--- src/rtl/trs_pkg.sv ---
// Shared definitions for the TRS framer.
// Assumes a 10-bit character; the TRS is one all-ones character then two all-zeros.
package trs_pkg;
    localparam int unsigned TRS_CHAR_W = 10;
    localparam int unsigned TRS_ZERO_CHARS = 2;

    // Outcome of one cycle's framing decision
    typedef enum logic [1:0] {
        DEC_NONE   = 2'd0,
        DEC_MATCH  = 2'd1,
        DEC_REJECT = 2'd2,
        DEC_ACCEPT = 2'd3
    } trs_dec_e;
endpackage

--- src/rtl/trs_window.sv ---
// Sliding search window over the incoming stream.
// Holds the last three words and, together with the current input, looks for
// the TRS at every bit phase of the oldest word. Assumes bit 0 is earliest.
module trs_window #(
    parameter int W = trs_pkg::TRS_CHAR_W
) (
    input  logic                 clk,
    input  logic                 rst_n,
    input  logic [W-1:0]         rx_word,
    output logic [2*W-1:0]       low_win,
    output logic                 hit,
    output logic [$clog2(W)-1:0] hit_off
);
    localparam int OFF_W = $clog2(W);
    localparam int PAT_W = (1 + trs_pkg::TRS_ZERO_CHARS) * W;
    localparam int WIN_W = PAT_W + W - 1;
    localparam logic [PAT_W-1:0] PATTERN = {{(PAT_W-W){1'b0}}, {W{1'b1}}};

    logic [W-1:0]     prev1, prev2, prev3;
    logic [WIN_W-1:0] win;
    logic [W-1:0]     phase_hit;

    // Shift the word history one character per clock
    always_ff @(posedge clk) begin
        if (!rst_n) begin
            prev1 <= '0;
            prev2 <= '0;
            prev3 <= '0;
        end else begin
            prev1 <= rx_word;
            prev2 <= prev1;
            prev3 <= prev2;
        end
    end

    assign win     = {rx_word[W-2:0], prev1, prev2, prev3};
    assign low_win = {prev2, prev3};

    // One comparator per bit phase
    generate
        for (genvar k = 0; k < W; k++) begin : g_phase
            assign phase_hit[k] = (win[k +: PAT_W] == PATTERN);
        end
    endgenerate

    // Encode the matching phase (at most one can match)
    always_comb begin
        hit_off = '0;
        for (int k = W - 1; k >= 0; k--) begin
            if (phase_hit[k]) hit_off = OFF_W'(k);
        end
    end

    assign hit = |phase_hit;
endmodule

--- src/rtl/trs_offset_ctl.sv ---
// Offset decision logic with optional confirmation filter.
// Keeps the stored offset, a lock bit and a pending-rejection flag; drives the
// sync toggle and error pulse. Assumes at most one detection per three cycles.
module trs_offset_ctl #(
    parameter int W = trs_pkg::TRS_CHAR_W
) (
    input  logic                 clk,
    input  logic                 rst_n,
    input  logic                 hit,
    input  logic [$clog2(W)-1:0] hit_off,
    input  logic                 filt_en,
    input  logic                 dvb_mode_n,
    output logic [$clog2(W)-1:0] off_q,
    output logic [$clog2(W)-1:0] off_nxt,
    output logic                 hsync,
    output logic                 sync_err
);
    import trs_pkg::*;

    logic     locked;
    logic     pending;
    logic     off_miss;
    trs_dec_e dec;

    // Classify this cycle's detection
    always_comb begin
        off_miss = !locked || (hit_off != off_q);
        if (!hit || !dvb_mode_n)       dec = DEC_NONE;
        else if (!off_miss)            dec = DEC_MATCH;
        else if (!filt_en || pending)  dec = DEC_ACCEPT;
        else                           dec = DEC_REJECT;
    end

    assign off_nxt = (dec == DEC_ACCEPT) ? hit_off : off_q;

    // Update framing state and sync outputs
    always_ff @(posedge clk) begin
        if (!rst_n) begin
            off_q    <= '0;
            locked   <= 1'b0;
            pending  <= 1'b0;
            hsync    <= 1'b0;
            sync_err <= 1'b0;
        end else begin
            off_q    <= off_nxt;
            locked   <= locked || (dec == DEC_ACCEPT);
            if (dec == DEC_REJECT)    pending <= 1'b1;
            else if (dec != DEC_NONE) pending <= 1'b0;
            hsync    <= hsync ^ (dec != DEC_NONE);
            sync_err <= (dec == DEC_REJECT);
        end
    end
endmodule

--- src/rtl/trs_align.sv ---
// Character extraction and two-stage output pipeline.
// Cuts a word from the window at the selected offset, or takes the raw input
// in DVB mode, then delays it so the sync toggle leads the data by one cycle.
module trs_align #(
    parameter int W = trs_pkg::TRS_CHAR_W
) (
    input  logic                 clk,
    input  logic                 rst_n,
    input  logic [2*W-1:0]       low_win,
    input  logic [$clog2(W)-1:0] sel,
    input  logic                 dvb_mode_n,
    input  logic [W-1:0]         rx_word,
    output logic [W-1:0]         aligned_word
);
    logic [W-1:0] stage1;

    // Extract or bypass, then delay one more cycle
    always_ff @(posedge clk) begin
        if (!rst_n) begin
            stage1       <= '0;
            aligned_word <= '0;
        end else begin
            stage1       <= dvb_mode_n ? low_win[sel +: W] : rx_word;
            aligned_word <= stage1;
        end
    end
endmodule

--- src/rtl/trs_framer.sv ---
// TRS word-alignment framer: top level.
// Joins the search window, the offset controller and the output aligner.
// Assumes the input clock runs at the character rate.
module trs_framer #(
    parameter int W = trs_pkg::TRS_CHAR_W
) (
    input  logic         clk,
    input  logic         rst_n,
    input  logic         dvb_mode_n,
    input  logic         filt_en,
    input  logic [W-1:0] rx_word,
    output logic [W-1:0] aligned_word,
    output logic         hsync,
    output logic         sync_err
);
    localparam int OFF_W = $clog2(W);

    logic [2*W-1:0]   low_win;
    logic             hit;
    logic [OFF_W-1:0] hit_off;
    logic [OFF_W-1:0] off_q;
    logic [OFF_W-1:0] off_nxt;

    trs_window #(.W(W)) u_win (
        .clk(clk), .rst_n(rst_n), .rx_word(rx_word),
        .low_win(low_win), .hit(hit), .hit_off(hit_off)
    );

    trs_offset_ctl #(.W(W)) u_ctl (
        .clk(clk), .rst_n(rst_n), .hit(hit), .hit_off(hit_off),
        .filt_en(filt_en), .dvb_mode_n(dvb_mode_n),
        .off_q(off_q), .off_nxt(off_nxt), .hsync(hsync), .sync_err(sync_err)
    );

    trs_align #(.W(W)) u_aln (
        .clk(clk), .rst_n(rst_n), .low_win(low_win), .sel(off_nxt),
        .dvb_mode_n(dvb_mode_n), .rx_word(rx_word), .aligned_word(aligned_word)
    );
endmodule

--- config.mk ---
export PLATFORM = sky130hd
export DESIGN_NAME = trs_framer
export DESIGN_NICKNAME = d
export VERILOG_FILES = /design/src/rtl/trs_pkg.sv /design/src/rtl/trs_window.sv /design/src/rtl/trs_offset_ctl.sv /design/src/rtl/trs_align.sv /design/src/rtl/trs_framer.sv
export SDC_FILE = /design/constraint.sdc
export NUM_CORES = 1
export LEC_CHECK = 0
export BUFFER_PORTS_ARGS = -buffer_cell sky130_fd_sc_hd__buf_4
export CAP_MARGIN = 20
export CORE_MARGIN = 2
export CORE_UTILIZATION = 55
export DETAILED_ROUTE_END_ITERATION = 10
export MAX_ROUTING_LAYER = met4
export PLACE_DENSITY = 0.76
export RECOVER_POWER = 100
export SETUP_SLACK_MARGIN = 0.15
export SLEW_MARGIN = 30
export SYNTH_ARGS = -nofsm -noshare
export SYNTH_HDL_FRONTEND = slang
export SYNTH_SLANG_ARGS = --single-unit
--- constraint.sdc ---
create_clock -name clk -period 4.8 [get_ports clk]
set_clock_uncertainty 0.05 [all_clocks]
set_input_delay 0.96 -clock clk [delete_from_list [all_inputs] [get_ports clk]]
set_output_delay 0.96 -clock clk [all_outputs]
set_load 0.01 [all_outputs]
Word-level counts from Yosys, hierarchy flattened
Index checks and enable logic that the tools add are counted.
Word-level totals
  bits in registers: 58
  input port bits: 14
  output and inout bits: 12
  word-level logic and storage cells: 53
Cells by class
  eq/ne operators: 13
  shift operators: 1
  muxes and demuxes: 17
  bitwise operators: 1
  reduce and logical (&&, ||, !) cells: 11
Operators with widths (number)
  $eq 30x10->1 const B: 10
  $mux 4: 11
  $shiftx 20x5->10: 1
  $mux 10: 1
  $reduce_or 10->1: 1
  $eq 2x2->1 const B: 2
  $logic_not 1->1: 4
  $logic_or 1x1->1: 4
  $mux 2: 2
  $ne 4x4->1: 1
  $reduce_bool 2->1: 2
  $mux 1: 3
  $xor 1x1->1: 1

Logic depth before layout (Yosys ltp)
  depth after elaboration: 19
  gate-level depth with buffers: 13
  gate-level depth less buffers: 10

Hierarchy
A second synthesis with hierarchy kept.
Unflattened totals
  cells, all modules: 307
  area, all modules: 3183.1 sq um
Modules (own cells, without submodules)
  trs_align: instances 1, cells each 152, area an instance 1569.0 sq um, sequential area each 400.4 sq um
  trs_window: instances 1, cells each 111, area an instance 1234.9 sq um, sequential area each 600.6 sq um
  trs_offset_ctl: instances 1, cells each 44, area an instance 379.1 sq um, sequential area each 160.2 sq um

Worst setup path after synthesis
Ideal clock, no wire load.
  path type: input -> register
  from: in rx_word[7]
  to: reg u_aln.stage1[9]
  library setup time: 0.066 ns
  data arrival time: 3.306 ns
  required time: 4.684 ns
  setup slack: 1.377 ns
  stages on the path: 10
  path buffers: 0
  path through: nor4b_1 -> o2111ai_2 -> or3_4 -> xnor2_1 -> a211o_1 -> o31ai_4 -> nand3b_2 -> o21a_1 -> o32a_1 -> a21oi_2
On the way
  longest elaborated chain between the ends: 19
  elaborated cells between the ends (all ways): 23
  those cells by class: eq/ne: 4; shift: 1; mux: 14; reduce/logical: 4
Ends and longest elaborated chain
  from (decl): RTL line trs_framer.sv:11  | input logic [W-1:0] rx_word,
  $eq 30x10->1: RTL line trs_window.sv:42  | assign phase_hit[k] = (win[k +: PAT_W] == PATTERN);
  $mux 4 (10 in a row): RTL line trs_window.sv:50  | if (phase_hit[k]) hit_off = OFF_W'(k);
  $ne 4x4->1: RTL line trs_offset_ctl.sv:27  | off_miss = !locked || (hit_off != off_q);
  $logic_or 1x1->1: RTL line trs_offset_ctl.sv:27
  $mux 2: RTL line trs_offset_ctl.sv:29  | else if (!off_miss) dec = DEC_MATCH;
  $mux 2: RTL line trs_offset_ctl.sv:28  | if (!hit || !dvb_mode_n) dec = DEC_NONE;
  $eq 2x2->1: RTL line trs_offset_ctl.sv:34  | assign off_nxt = (dec == DEC_ACCEPT) ? hit_off : off_q;
  $mux 4 (*): RTL line trs_offset_ctl.sv:34
  $shiftx 20x5->10 (*): RTL line trs_align.sv:23  | stage1 <= dvb_mode_n ? low_win[sel +: W] : rx_word;
  $mux 10 (*): RTL line trs_align.sv:23
  to (signal assigned): RTL line trs_align.sv:23
  to (decl): RTL line trs_align.sv:15  | logic [W-1:0] stage1;
Every way passes the cells marked *; elsewhere a longest branch is shown, timed or not.
A chain may end at the register's enable or synchronous reset.

Worst setup path in the final report
  from: in rx_word[7]
  to: reg u_aln.stage1[5]
Same word-level chain as after synthesis.

==> run_results.csv <==
group,metric,value,unit
global_routing,grt_overflow,0,
die,rows,28,
hold_path,holdPathStages,1,
yosys,async_reset_ff_share,0,%
cts,cts_made_buffers,9,
setup_path,cp_common_cell,"a31oi_1",
die,initial_utilization,56.7,%
yosys,synthDistinctLibCells,81,
pwr,p_leak,1.44,nW
sta,period_needed,3.97,ns
cts,postCtsSetupBuffers,0,
die,die_h,81.9,um
global_routing,grt_pass1_vias,2701,
sta,rsz0062_at_grt,"false",
sta,final_hold_viol_count,0,
cts,cts_tree,"yes",
routing,drt_iter0_drc,293,
yosys,seq_area_frac_synth,34.8,%
layout,antenna_cells,0,
setup_path,path_cells,"clkbuf_1 -> nor4b_1 -> o2111ai_1 -> or3_1 -> a21oi_1 -> mux2_1 -> a221oi_1 -> nor3_1 -> a31oi_1 -> a31oi_1",
routing,wl_per_cell,20.9,um
yosys,synth_common_cells,"dfxtp_1, and2_1, mux2i_1, nand2_1, nor2_1",
setup_path,startpoint_type,"input pin",
sta,fmax,0.252,GHz
die,ios,26,
placement,placed_cells,440,
setup_path,r2r_end,"u_aln.stage1[5]",
cts,htreeDepth,3,
setup_path,crit_slowest_cell,"mux2_1",
sta,finalCritPeriodShare,82.7,%
cts,ctsHoldBuffers,0,
setup_path,cp.buffers_inverters,1,
yosys,synth_nets,368,
cts,clock_path_buffers,2,
setup_path,crit_family,"compound AO/OA/AOI/OAI gates",
cts,cts.sinks,58,
routing,ant_nets,0,
yosys,synth-edff-count,0,
global_routing,grt_pass1_wl,15000,um
layout,fill_cells,510,
setup_path,rr_worst_depth,10,
layout,syn2layout_area_growth,10.7,%
routing,post-route-drc-count,0,
placement,place.gp.congestion,0.988,
hold_path,hold_class,"flip-flop to flip-flop",
yosys,synth_ff_type,"dfxtp_1",
run,cap_violations,1,
routing,first_pass_iters,6,
setup_path,r2r_start,"u_win.prev3[9]",
hold_path,hold_path.startpoint,"u_aln.stage1[2]",
yosys,syn_area_per_cell,9.42,sq um
setup_path,cp_max_fo,11,
global_routing,track_usage,31.9,%
sta,tns,0,ns
layout,layout.cells.non_filler,456,
cts,path_clk_slew,0.07,ns
global_routing,antenna_found_initial,0,
sta,slew_violations,50,
die,core,0.00589,sq mm
global_routing,grt_max_degree,50,
pwr,peakVddDrop,0.246,mV
yosys,synth.top_cell.area_share,34.8,%
cts,root_buffer,"clkbuf_8",
setup_path,arrival,4.14,ns
yosys,synth_cells,354,
placement,io_buffers,25,
sta,worst_slew_pin_slew,1.73,ns
die,dieArea,0.00670,sq mm
yosys,ys_ff_latch,58,
placement,dp_hpwl,6840,um
setup_path,crit_type,"input pin to flip-flop",
setup_path,max_stage_delay,0.58,ns
setup_path,required,4.98,ns
yosys,synth_area_leaders,"dfxtp_1, mux2i_1, and2_1, nand2_1, nor2_1",
yosys,synth.most_common_cell,"dfxtp_1",
yosys,syn-cell-area,0.00334,sq mm
hold_path,whs_endpoint,"u_aln.aligned_word[2]",
yosys,synth_top_area_cell,"dfxtp_1",
sta,max_slew_margin,-15.4,%
setup_path,crit_path_end_kind,"flip-flop",
layout,drive_gt1_share,17.3,%
routing,routed-via-count,2947,
routing,viasPerCell,6.46,
status,outcome,"finished with violations",
cts,clk-insertion-delay-late,0.35,ns
sta,setup_viol,0,
cts,post_cts_resize_count,0,
die,die_x,81.9,um
setup_path,rrSetupSlack,0.94,ns
pwr,power_density,317,mW/mm^2
layout,final_nets,390,
status,violations,"capacitance limit, slew limit",
yosys,ys.warnings.count,0,
routing,routed_wl,9520,um
## registers in the layout (all words and copies together), names as in the netlist
signal              count
u_aln.aligned_word     10
u_aln.stage1           10
u_ctl.hsync             1
u_ctl.locked            1
u_ctl.off_q             4
u_ctl.pending           1
u_ctl.sync_err          1
u_win.prev1            10
u_win.prev2            10
u_win.prev3            10
## cells by family (layout without fill, tap and decap cells)
logic type | Yosys count | after routing | synth area share, %
simple gates | 156 | 156 | 29.7
flops | 58 | 58 | 34.8
buf+inv | 24 | 51 | 4.28
mux | 35 | 35 | 11.1
xor+xnor | 3 | 3 | 0.788
compound gates | 78 | 78 | 19.3
## stage by stage
step	utilization (%)	hold WS, ns	worst slack, ns	area (sq um)	power, mW
floorplan	-	0.356	1.38	3340	0.571
global placement	59.9	0.356	0.884	3520	0.606
detailed placement	59.9	0.367	0.880	3520	0.607
CTS	64.1	0.380	1.22	3770	1.18
global route	62.8	0.393	0.671	3690	1.21
finish	62.8	0.374	0.832	3690	1.17
## where the power goes
part	total (mW)	leakage, nW	internal (mW)	switching (mW)
Sequential	0.517	0.476	0.499	0.0173
Clock	0.577	0.124	0.349	0.228
Combinational	0.0773	0.836	0.0314	0.0459
Total	1.17	1.44	0.880	0.291
## layout by cell type, fill, tap and decap left out, types with 3 or more instances in the layout
master     Yosys  routed
a21oi_1       11      13
a22oi_1        4       4
a31oi_1        6       6
and2_0         0      17
and2_1        38      21
and4bb_2       3       3
buf_4          3      14
bufinv_16      0       3
clkbuf_1       6      14
clkbuf_8       0       9
clkinv_4       0       3
dfxtp_1       58      58
inv_1          6       6
mux2i_1       29      29
nand2_1       28      28
nand2b_1       3       3
nand3_1        5       5
nand4_1        3       3
nor2_1        21      21
nor2b_1        9       9
nor3_1        11      11
nor4_1         8       8
nor4b_1        4       4
o21ai_0        9      10
o221ai_1       3       3
o31ai_1        4       4
## routing by layer
layer  wire [um]  global-route usage [%]  vias up  share of wire [%]
met5           0                       -        -                  0
met1        4060                    42.1     1389                 43
met3         807                    5.38       31                8.5
met4         293                    14.7        0                3.1
met2        4360                    47.6      166                 46
li1            -                       -     1361                  -
## worst max-delay path by stage
stage / start / endpoint / cells past startpoint
3_3_place_gp: rx_word[4] / u_aln.stage1[4] / 12
6_report: rx_word[7] / u_aln.stage1[5] / 10
2_1_floorplan: rx_word[7] / u_aln.stage1[9] / 10
4_1_cts: rx_word[4] / u_aln.stage1[4] / 12
3_5_place_dp: rx_word[4] / u_aln.stage1[4] / 12
5_1_grt: rx_word[7] / u_aln.stage1[5] / 10
## layout make-up
cell class              count  area, sq um  share of cell area (%)
flip-flops and latches     58         1160                    31.4
multi-input cells         272         2010                    54.3
inverters                   7         26.3                   0.711
clock buffers               9          124                    3.35
clock inverters             7          125                    3.39
repair buffers             28          158                    4.27
well taps                  75         93.8                    2.54
No activity file was read; power rests on OpenSTA's default activity.
